[config.mk]
export PLATFORM = sky130hd
export DESIGN_NAME = pq_source_engine
export DESIGN_NICKNAME = d
export VERILOG_FILES = /design/src/rtl/pq_src_pkg.sv /design/src/rtl/pq_addr_decode.sv /design/src/rtl/pq_state_cell.sv /design/src/rtl/pq_notify_arb.sv /design/src/rtl/pq_source_engine.sv
export SDC_FILE = /design/constraint.sdc
export NUM_CORES = 1
export LEC_CHECK = 0
export ABC_AREA = 0
export BUFFER_PORTS_ARGS = -buffer_cell sky130_fd_sc_hd__buf_2
export CAP_MARGIN = 20
export CORE_MARGIN = 1
export CORE_UTILIZATION = 48
export CTS_BUF_LIST = sky130_fd_sc_hd__clkbuf_4 sky130_fd_sc_hd__clkbuf_8 sky130_fd_sc_hd__clkbuf_16
export DETAILED_ROUTE_END_ITERATION = 10
export GPL_ROUTABILITY_DRIVEN = 0
export PLACE_DENSITY = 0.86
export REMOVE_ABC_BUFFERS = 1
export SLEW_MARGIN = 20
export SYNTH_ARGS = -nofsm -noshare
export SYNTH_HDL_FRONTEND = slang
export SYNTH_HIERARCHICAL = 1
export SYNTH_SLANG_ARGS = --single-unit
[constraint.sdc]
create_clock -name clk -period 5.35 [get_ports clk]
set_input_delay 0.535 -clock clk [delete_from_list [all_inputs] [get_ports clk]]
set_output_delay 0.535 -clock clk [all_outputs]
set_load 0.02 [all_outputs]
[src/rtl/pq_src_pkg.sv]
package pq_src_pkg;

  typedef logic [1:0] pq_t;

  localparam pq_t PQ_IDLE   = 2'b00;
  localparam pq_t PQ_OFF    = 2'b01;
  localparam pq_t PQ_PEND   = 2'b10;
  localparam pq_t PQ_QUEUED = 2'b11;

  typedef enum logic [2:0] {
    OP_NONE,
    OP_TRIG,
    OP_EOI,
    OP_GET,
    OP_SET
  } pq_op_e;

  typedef struct packed {
    pq_t  nxt;
    logic fire;
  } pq_step_t;

  // Coalescing trigger: only an idle source produces a notification.
  function automatic pq_step_t pq_on_trigger(pq_t cur);
    pq_step_t r;
    r.nxt  = cur;
    r.fire = 1'b0;
    if (cur == PQ_IDLE) begin
      r.nxt  = PQ_PEND;
      r.fire = 1'b1;
    end else if (cur == PQ_PEND) begin
      r.nxt = PQ_QUEUED;
    end
    return r;
  endfunction

  // End-of-interrupt: P cleared; a recorded Q is replayed as a new notification.
  function automatic pq_step_t pq_on_eoi(pq_t cur);
    pq_step_t r;
    if (cur[0]) begin
      r.nxt  = PQ_PEND;
      r.fire = 1'b1;
    end else begin
      r.nxt  = PQ_IDLE;
      r.fire = 1'b0;
    end
    return r;
  endfunction

endpackage

[src/rtl/pq_addr_decode.sv]
module pq_addr_decode
  import pq_src_pkg::*;
#(
  parameter int NUM_SRC      = 8,
  parameter int PAGE_SHIFT   = 13,
  parameter bit STORE_EOI_EN = 1'b1,
  localparam int SRC_W  = $clog2(NUM_SRC),
  localparam int ADDR_W = SRC_W + PAGE_SHIFT
) (
  input  logic              req,
  input  logic              wr,
  input  logic [ADDR_W-1:0] addr,
  output pq_op_e            op,
  output pq_t               set_val,
  output logic [SRC_W-1:0]  src,
  output logic              src_ok,
  output logic              is_load
);

  localparam bit SPLIT = (PAGE_SHIFT == 13) || (PAGE_SHIFT == 17);

  logic       on_mgmt;
  logic [3:0] sel;
  logic       unused_addr_bits;

  assign src              = addr[ADDR_W-1:PAGE_SHIFT];
  assign src_ok           = ({1'b0, src} < (SRC_W+1)'(NUM_SRC));
  assign sel              = addr[11:8];
  assign set_val          = sel[1:0];
  assign is_load          = req && !wr;
  assign unused_addr_bits = ^addr;

  generate
    if (SPLIT) begin : g_split
      assign on_mgmt = addr[PAGE_SHIFT-1];
    end else begin : g_single
      assign on_mgmt = 1'b1;
    end
  endgenerate

  always_comb begin
    op = OP_NONE;
    if (req) begin
      if (wr) begin
        if (SPLIT && !on_mgmt)                            op = OP_TRIG;
        else if (sel[3:2] == 2'b01 && STORE_EOI_EN)       op = OP_EOI;
        else if (!SPLIT)                                  op = OP_TRIG;
        else                                              op = OP_NONE;
      end else begin
        if (SPLIT && !on_mgmt) begin
          op = OP_GET;
        end else begin
          unique case (sel[3:2])
            2'b00:   op = OP_EOI;
            2'b11:   op = OP_SET;
            default: op = OP_GET;
          endcase
        end
      end
    end
  end

endmodule

[src/rtl/pq_state_cell.sv]
module pq_state_cell
  import pq_src_pkg::*;
#(
  parameter bit IS_LEVEL = 1'b0
) (
  input  logic   clk,
  input  logic   rst_n,
  input  logic   irq,
  input  pq_op_e op,
  input  pq_t    set_val,
  output pq_t    state,
  output logic   fire
);

  pq_t      state_q;
  logic     irq_q;       // line sampled; for a level source this is its asserted bit
  logic     line_rise;
  logic     retrig;
  pq_step_t step_a;
  pq_step_t step_b;
  pq_t      mid;

  assign line_rise = irq && !irq_q;
  assign retrig    = line_rise || (IS_LEVEL && irq && op == OP_EOI);

  always_comb begin
    step_a.nxt  = state_q;
    step_a.fire = 1'b0;
    unique case (op)
      OP_TRIG: step_a = pq_on_trigger(state_q);
      OP_EOI:  step_a = pq_on_eoi(state_q);
      OP_SET:  step_a.nxt = set_val;
      default: ;
    endcase
    mid    = step_a.nxt;
    step_b = pq_on_trigger(mid);
    if (!retrig) begin
      step_b.nxt  = mid;
      step_b.fire = 1'b0;
    end
  end

  always_ff @(posedge clk) begin
    if (!rst_n) begin
      state_q <= PQ_IDLE;
      irq_q   <= 1'b0;
    end else begin
      state_q <= step_b.nxt;
      irq_q   <= irq;
    end
  end

  assign state = state_q;
  assign fire  = step_a.fire || step_b.fire;


  off_drop_chk: assert property (@(posedge clk) disable iff (!rst_n)
    (state_q == PQ_OFF && (op == OP_NONE || op == OP_TRIG || op == OP_GET))
      |=> (state_q == PQ_OFF));


  eoi_requeue_chk: assert property (@(posedge clk) disable iff (!rst_n)
    (state_q == PQ_QUEUED && op == OP_EOI && !irq_q && !irq)
      |=> (state_q == PQ_PEND));

endmodule

[src/rtl/pq_notify_arb.sv]
module pq_notify_arb #(
  parameter int NUM_SRC = 8,
  localparam int SRC_W = $clog2(NUM_SRC)
) (
  input  logic               clk,
  input  logic               rst_n,
  input  logic [NUM_SRC-1:0] set_req,
  output logic               valid,
  input  logic               ready,
  output logic [SRC_W-1:0]   src
);

  logic [NUM_SRC-1:0] owed_q;
  logic [NUM_SRC-1:0] clr_vec;
  logic [SRC_W-1:0]   pick;
  logic               pick_ok;
  logic               slot_free;
  logic               valid_q;
  logic [SRC_W-1:0]   src_q;

  always_comb begin
    pick    = '0;
    pick_ok = 1'b0;
    for (int i = NUM_SRC - 1; i >= 0; i--) begin
      if (owed_q[i]) begin
        pick    = SRC_W'(i);
        pick_ok = 1'b1;
      end
    end
  end

  assign slot_free = !valid_q || ready;
  assign clr_vec   = (slot_free && pick_ok) ? (NUM_SRC'(1) << pick) : '0;

  always_ff @(posedge clk) begin
    if (!rst_n) begin
      owed_q  <= '0;
      valid_q <= 1'b0;
      src_q   <= '0;
    end else begin
      owed_q <= (owed_q & ~clr_vec) | set_req;
      if (slot_free) begin
        valid_q <= pick_ok;
        src_q   <= pick;
      end
    end
  end

  assign valid = valid_q;
  assign src   = src_q;


  notif_hold_chk: assert property (@(posedge clk) disable iff (!rst_n)
    (valid_q && !ready) |=> (valid_q && $stable(src_q)));


  notif_src_range_chk: assert property (@(posedge clk) disable iff (!rst_n)
    valid_q |-> ({1'b0, src_q} < (SRC_W+1)'(NUM_SRC)));

endmodule

[src/rtl/pq_source_engine.sv]
module pq_source_engine
  import pq_src_pkg::*;
#(
  parameter int               NUM_SRC      = 8,
  parameter int               PAGE_SHIFT   = 13,
  parameter bit               STORE_EOI_EN = 1'b1,
  parameter logic [NUM_SRC-1:0] LEVEL_MASK = {1'b1, {(NUM_SRC-1){1'b0}}},
  parameter int               RSP_W        = 64,
  localparam int SRC_W  = $clog2(NUM_SRC),
  localparam int ADDR_W = SRC_W + PAGE_SHIFT
) (
  input  logic               clk,
  input  logic               rst_n,
  input  logic [NUM_SRC-1:0] irq_in,
  input  logic               reg_req,
  input  logic               reg_wr,
  input  logic [ADDR_W-1:0]  reg_addr,
  output logic               rsp_valid,
  output logic [RSP_W-1:0]   rsp_data,
  output logic               notif_valid,
  input  logic               notif_ready,
  output logic [SRC_W-1:0]   notif_src
);

  pq_op_e                  dec_op;
  pq_t                     dec_set;
  logic [SRC_W-1:0]        dec_src;
  logic                    dec_ok;
  logic                    dec_load;
  logic [NUM_SRC-1:0][1:0] state_vec;
  logic [NUM_SRC-1:0]      fire_vec;
  pq_t                     old_pq;
  logic                    rsp_valid_q;
  logic [RSP_W-1:0]        rsp_data_q;

  pq_addr_decode #(
    .NUM_SRC      (NUM_SRC),
    .PAGE_SHIFT   (PAGE_SHIFT),
    .STORE_EOI_EN (STORE_EOI_EN)
  ) u_decode (
    .req     (reg_req),
    .wr      (reg_wr),
    .addr    (reg_addr),
    .op      (dec_op),
    .set_val (dec_set),
    .src     (dec_src),
    .src_ok  (dec_ok),
    .is_load (dec_load)
  );

  generate
    for (genvar i = 0; i < NUM_SRC; i++) begin : g_src
      pq_op_e cell_op;
      pq_t    cell_state;
      assign cell_op      = (dec_ok && dec_src == SRC_W'(i)) ? dec_op : OP_NONE;
      assign state_vec[i] = cell_state;

      pq_state_cell #(
        .IS_LEVEL (LEVEL_MASK[i])
      ) u_cell (
        .clk     (clk),
        .rst_n   (rst_n),
        .irq     (irq_in[i]),
        .op      (cell_op),
        .set_val (dec_set),
        .state   (cell_state),
        .fire    (fire_vec[i])
      );
    end
  endgenerate

  pq_notify_arb #(
    .NUM_SRC (NUM_SRC)
  ) u_arb (
    .clk     (clk),
    .rst_n   (rst_n),
    .set_req (fire_vec),
    .valid   (notif_valid),
    .ready   (notif_ready),
    .src     (notif_src)
  );

  assign old_pq = dec_ok ? state_vec[dec_src] : PQ_IDLE;

  always_ff @(posedge clk) begin
    if (!rst_n) begin
      rsp_valid_q <= 1'b0;
      rsp_data_q  <= '0;
    end else begin
      rsp_valid_q <= dec_load;
      rsp_data_q  <= {{(RSP_W-2){1'b0}}, old_pq};
    end
  end

  assign rsp_valid = rsp_valid_q;
  assign rsp_data  = rsp_data_q;


  rsp_after_load_chk: assert property (@(posedge clk) disable iff (!rst_n)
    (reg_req && !reg_wr) |=> rsp_valid);


  no_rsp_on_store_chk: assert property (@(posedge clk) disable iff (!rst_n)
    (reg_req && reg_wr) |=> !rsp_valid);

endmodule

**Word level (Yosys, flattened, before mapping)**

Cells that the tools add are included.

- Logic and storage cells: 238
- Output and inout bits: 69
- Flip-flop bits (word level): 101

- Shift-type cells: 1
- Muxes and demuxes: 113
- Reduce and logical (&&, ||, !) cells: 49
- $lt $le $gt $ge: 1
- Bitwise gates (word level): 3
- Equality and inequality tests: 49

Operators with widths:

| operator | number |
|---|---|
| 3-bit two-way mux | 36 |
| 2-bit two-way mux | 34 |
| 2-bit case mux with 3 select lines | 8 |
| 3-bit equality test (second input constant) | 12 |
| 2-bit equality test (second input constant) | 17 |
| 2-bit logical NOT | 17 |
| 3-bit by 2-bit equality test with 1-bit output (second input constant) | 10 |
| 3-bit by 1-bit equality test with 1-bit output (second input constant) | 9 |
| 1-bit two-way mux | 24 |
| 1-bit case mux with 2 select lines | 8 |
| 1-bit logical AND | 11 |
| 1-bit logical NOT | 10 |
| 1-bit logical OR | 10 |
| 8-bit AND | 1 |
| 8-bit two-way mux | 1 |
| 8-bit NOT | 1 |
| 8-bit OR | 1 |
| 1-bit by 3-bit left shift with 8-bit output (first input constant) | 1 |
| 2-bit binary-select mux with 3-bit select | 1 |
| 3-bit case mux with 2 select lines | 1 |
| 3-bit by 4-bit < comparator with 1-bit output (second input constant) | 1 |
| 3-bit logical NOT | 1 |
| 2-bit by 1-bit equality test with 1-bit output (second input constant) | 1 |

**Depth between registers and ports, before layout**

- Word-level depth: 14
- Depth in mapped cells: 13
- Depth with buffers taken out: 12

**Hierarchy**

Netlist, hierarchy kept.

Modules (own cells, without submodules):

| module | area each (µm²) | times used | cells an instance |
|---|---|---|---|
| pq_state_cell (g_src[0].u_cell ...) | 266.5 | 7 | 30 |
| pq_source_engine | 835.8 | 1 | 121 |
| pq_notify_arb | 550.5 | 1 | 65 |
| pq_state_cell (g_src[7].u_cell) | 242.7 | 1 | 28 |
| pq_addr_decode | 122.6 | 1 | 17 |

**Worst setup path after synthesis**

Ideal clock, no wire load.

- Kind: input-to-reg
- From: in reg_addr[11]
- To: reg u_arb.owed_q[7]
- Arrival time: 2.443 ns
- Slack: 2.773 ns
- Path buffers: 0
- Stages on the path: 12
- Data required time: 5.216 ns
- Library setup time: 0.134 ns
- Cells stage by stage: inv_1 ha_1 o21ai_1 and2_1 nand3_1 nor2_1 nand2b_1 a221oi_1 a221oi_2 a41o_1 o21ba_2 a21oi_1

- Longest elaborated chain between the ends: 13

RTL lines:

| element | line | source |
|---|---|---|
| start: declaration | pq_source_engine.sv:17 | `input logic [ADDR_W-1:0] reg_addr,` |
| 2-bit equality test / 2-bit logical NOT (equally long branches) | pq_addr_decode.sv:53 | `unique case (sel[3:2])` |
| 3-bit case mux with 2 select lines (*) | pq_addr_decode.sv:53 |  |
| 3-bit two-way mux (*) | pq_addr_decode.sv:50 | `if (SPLIT && !on_mgmt) begin` |
| 3-bit two-way mux (*) | pq_addr_decode.sv:44 | `if (wr) begin` |
| 3-bit two-way mux (*) | pq_addr_decode.sv:43 | `if (req) begin` |
| net dec_op[0] | pq_source_engine.sv:25 | `pq_op_e dec_op;` |
| 3-bit two-way mux (*) | pq_source_engine.sv:55 | `assign cell_op = (dec_ok && dec_src == SRC_W'(i)) ? dec_op : OP_NONE;` |
| net g_src[7].cell_op[0] | pq_source_engine.sv:53 | `pq_op_e cell_op;` |
| 3-bit equality test, or another cell as far along | pq_state_cell.sv:29 | `unique case (op)` |
| 2-bit case mux with 3 select lines | pq_state_cell.sv:29 |  |
| 2-bit logical NOT | pq_src_pkg.sv:28 | `if (cur == PQ_IDLE) begin` |
| 1-bit two-way mux | pq_src_pkg.sv:28 |  |
| 3-bit two-way mux | pq_state_cell.sv:37 | `if (!retrig) begin` |
| 1-bit logical OR (*) | pq_state_cell.sv:54 | `assign fire = step_a.fire \|\| step_b.fire;` |
| net fire_vec[7] | pq_source_engine.sv:31 | `logic [NUM_SRC-1:0] fire_vec;` |
| 8-bit OR (*) | pq_notify_arb.sv:41 | `owed_q <= (owed_q & ~clr_vec) \| set_req;` |
| end signal: assignment | pq_notify_arb.sv:41 |  |
| end: declaration | pq_notify_arb.sv:13 | `logic [NUM_SRC-1:0] owed_q;` |

The timed path passes the listed nets; every way through them passes the cells marked *.
A chain may end at the register's enable or synchronous reset.

**Final worst setup path**

- From: in reg_addr[10]
- To: reg u_arb.owed_q[4]

- Longest elaborated chain between the ends: 13

RTL lines:

| element | line |
|---|---|
| 2-bit equality test, or another cell as far along | pq_addr_decode.sv:53 |
| 3-bit case mux with 2 select lines / 2-bit two-way mux (equally long branches) | pq_addr_decode.sv:53, pq_addr_decode.sv:46 |
| 3-bit two-way mux (on tied branches) | pq_addr_decode.sv:50, pq_addr_decode.sv:45 |
| 3-bit two-way mux (*) | pq_addr_decode.sv:44 |
| 3-bit two-way mux (*) | pq_addr_decode.sv:43 |
| net dec_op[1] | pq_source_engine.sv:25 |
| 3-bit two-way mux (*) | pq_source_engine.sv:55 |
| net g_src[4].cell_op[1] | pq_source_engine.sv:53 |
| 3-bit equality test, or another cell as far along | pq_state_cell.sv:29 |
| 2-bit case mux with 3 select lines | pq_state_cell.sv:29 |
| 2-bit logical NOT | pq_src_pkg.sv:28 |
| 1-bit two-way mux | pq_src_pkg.sv:28 |
| 3-bit two-way mux | pq_state_cell.sv:37 |
| 1-bit logical OR (*) | pq_state_cell.sv:54 |
| net fire_vec[4] | pq_source_engine.sv:31 |
| 8-bit OR (*) | pq_notify_arb.sv:41 |

Marked as above.

==> results.ini <==
[finish]
syn2layout_area_growth_pct=-2.01
antenna_cells=0
fin_nets=480
fin_cells=549
layout-drive-gt1-share=0.198

[logic_synthesis]
synth_top_area_share=0.216
yosysSeqAreaShare=0.216
ys_warn_count=6
postSynthAreaPerCell_sq_um=8.20
synth-adder-area-share=0.00692
synth-simple-area-share=0.284
synth_most_common_cell=buf_4
yosys-top-cells-area=dfxtp_1 22%, buf_4 16%, nor2_1 4.0%
synth_seq_cells=39
synth_area_sq_mm=0.00362
yosysTopAreaCell=dfxtp_1
synth-xor-area-share=0.0169
synth_edf_count=0
synth_compound_area_frac=0.223
muxShareOfSynthArea=0.0432
async_flop_share=0
synthCells=441
yosysUniqueCellTypes=58
synth_top_family_by_area=simple AND/OR/NAND/NOR gates
synth_commonest_cells=75 x buf_4, 39 x dfxtp_1, 39 x nor2_1
ys.flop_type=dfxtp_1

[timing]
finalCritPeriodShare=0.525
fin_worst_skew_ps=12.8
setup_viol=0
final.setup.tns_ps=0
max_freq_ghz=0.356
hold_viol_final=0
maxSlewHeadroom=0.496
slew_viol_final=0
post-route-min-period_ps=2810
worstMarginPinSlew_ps=756
grt_setup_unrepaired=false

[grt]
overflow=0
grt_pass1_wl_um=11500
grt_max_degree=47
grt_pass1_vias=2537
track_usage=0.186
antenna_found_initial=0

[place]
dp_cells=541
dp_hpwl_um=5320
port-buffer-count=27

[power_and_ir_drop]
power_density_mw_per_mm2=233
total_power_uw=827
max-vdd-ir-drop_uv=142
p_leak_uw=0.00143

[worst_setup_path]
crit_buf_inv=1
crit_type=in2reg
critPathLaunchType=primary input
required_ps=5580
slowest_stage=nor2_1
critical_path.most_common_cell=o21a_1
arrival_ps=3040
cp_cell_sequence=buf_2, ha_1, a21oi_1, o21a_1, nand2_1, nor2_1, nor3b_1, o21a_1, or3_4, o32ai_2, o21ai_0, a31oi_1
crit_fanout=8
slowest_delay_ps=490
setup.worst_path.end_class=flop
critical_path.top_delay_family=compound AO/OA/AOI/OAI gates

[cts]
post_cts_buffers=0
clock_path_buffers=2
cts_tree=built
holdBufCountCts=0
root_buffer=clkbuf_8
cts_resized=0
ctsHtreeMaxLevel=2
clkTransAtPathRegs_ps=90
cts_made_buffers=5
cts.sinks=39
clk_latency_ps=310

[drt]
remaining_drc_errors=0
dr.pass1.iters=4
drtIter0Drc=220
vias=2952
drtAntennaViolNets=0
viasPerCell=5.38
postRouteWirelength_um=7190
wl_per_cell_um=13.1

[floorplanning]
die_x_um=88.8
fp.dieH_um=88.8
initial_core_util=0.499
core.rowCount=31
die_area_sq_mm=0.00789
pin_count=98
core_sq_mm=0.00725

[min_path]
min_path_type=in2reg

[flow_run]
max_cap_violations=0

[outcome]
status=finished clean

worst reg2reg max path: stages, from the launching register on:
cell     delay, ps
dfxtp_1        360
nor3b_1        150
o21a_1         200
or3_4          340
o32ai_2        320
o21ai_0        130
a31oi_1        170
per-stage QoR:
step / hold slack (ps) / setup slack [ps] / util / instance area [sq um]
after global placement: 454 / 2340 / 0.473 / 3430
after detailed placement: 464 / 2260 / 0.473 / 3430
final: 434 / 2540 / 0.489 / 3540
after floorplan: 479 / 2770 / - / 3170
after global routing: 427 / 2300 / 0.489 / 3540
after CTS: 428 / 2570 / 0.489 / 3540
flip-flops by register name (all words and copies together) (netlist names):
| name | cells |
|---|---|
| u_arb/owed_q | 8 |
| g_src.u_cell/state | 16 |
| rsp_valid | 1 |
| u_arb/valid | 1 |
| g_src.u_cell/irq_q | 8 |
| u_arb/src | 3 |
| rsp_data | 2 |
placed cells by master (no fill, tap or decap), types with 2 or more instances in the layout:
master	synthesis	layout
nor2b_1	5	5
nor2_1	39	39
nor3b_1	7	7
and3_1	9	9
dfxtp_1	39	39
conb_1	2	63
nand3_1	6	6
a21oi_2	7	7
o211ai_2	7	7
and2_1	10	10
xnor2_1	7	7
a22o_1	8	8
buf_2	1	27
inv_1	20	20
a31oi_1	10	10
mux2_2	9	9
nand2_1	29	29
nor3_1	12	12
ha_1	2	2
nor4_1	14	14
o21ai_1	8	8
o21ai_0	6	6
o32ai_2	7	7
nand2b_4	7	7
a21boi_0	5	5
or3_4	7	7
mux4_2	2	2
nand3b_1	8	8
clkbuf_8	0	5
nand2b_1	13	13
o21a_1	16	16
a21oi_1	9	9
layout make-up:
| cell class | count | area (sq um) |
|---|---|---|
| inverters | 20 | 75.1 |
| repair buffers | 27 | 135 |
| fillers | 706 | 3710 |
| flip-flops and latches | 39 | 781 |
| multi-input cells | 356 | 2310 |
| well taps | 99 | 124 |
| clock inverters | 3 | 47.5 |
| clock buffers | 5 | 68.8 |
final timing paths:
check	startpoint	to	slack [ps]	cells after the start
setup / recovery	reg_addr[10]	u_arb/owed_q[4]	2540	12
setup reg to reg	g_src[4].u_cell/state[1]	u_arb/owed_q[4]	3630	6
hold reg to reg	u_arb/src[0]	u_arb/src[0]	480	2
hold / removal	irq_in[2]	g_src[2].u_cell/irq_q	430	2
routing by layer:
layer	global-route usage	share of wire
met1	0.232	0.44
met2	0.327	0.47
met3	0.0345	0.078
met4	0.0499	0.010
met5	0	0
power by group:
group / internal (uW) / switching (uW)
sequential: 316 / 30.5
clock: 141 / 120
combinational: 84.5 / 135
total: 542 / 285
kinds of logic after synthesis:
family                     count (synthesis)
and+or+nand+nor                          174
buffers and inverters                    107
AOI/OAI and AO/OA                         98
DFF                                       39
muxes                                     12
xor gates and xnor gates                   7
adders and majority gates                  2
other                                      2
No activity file was read; power rests on OpenSTA's default activity.
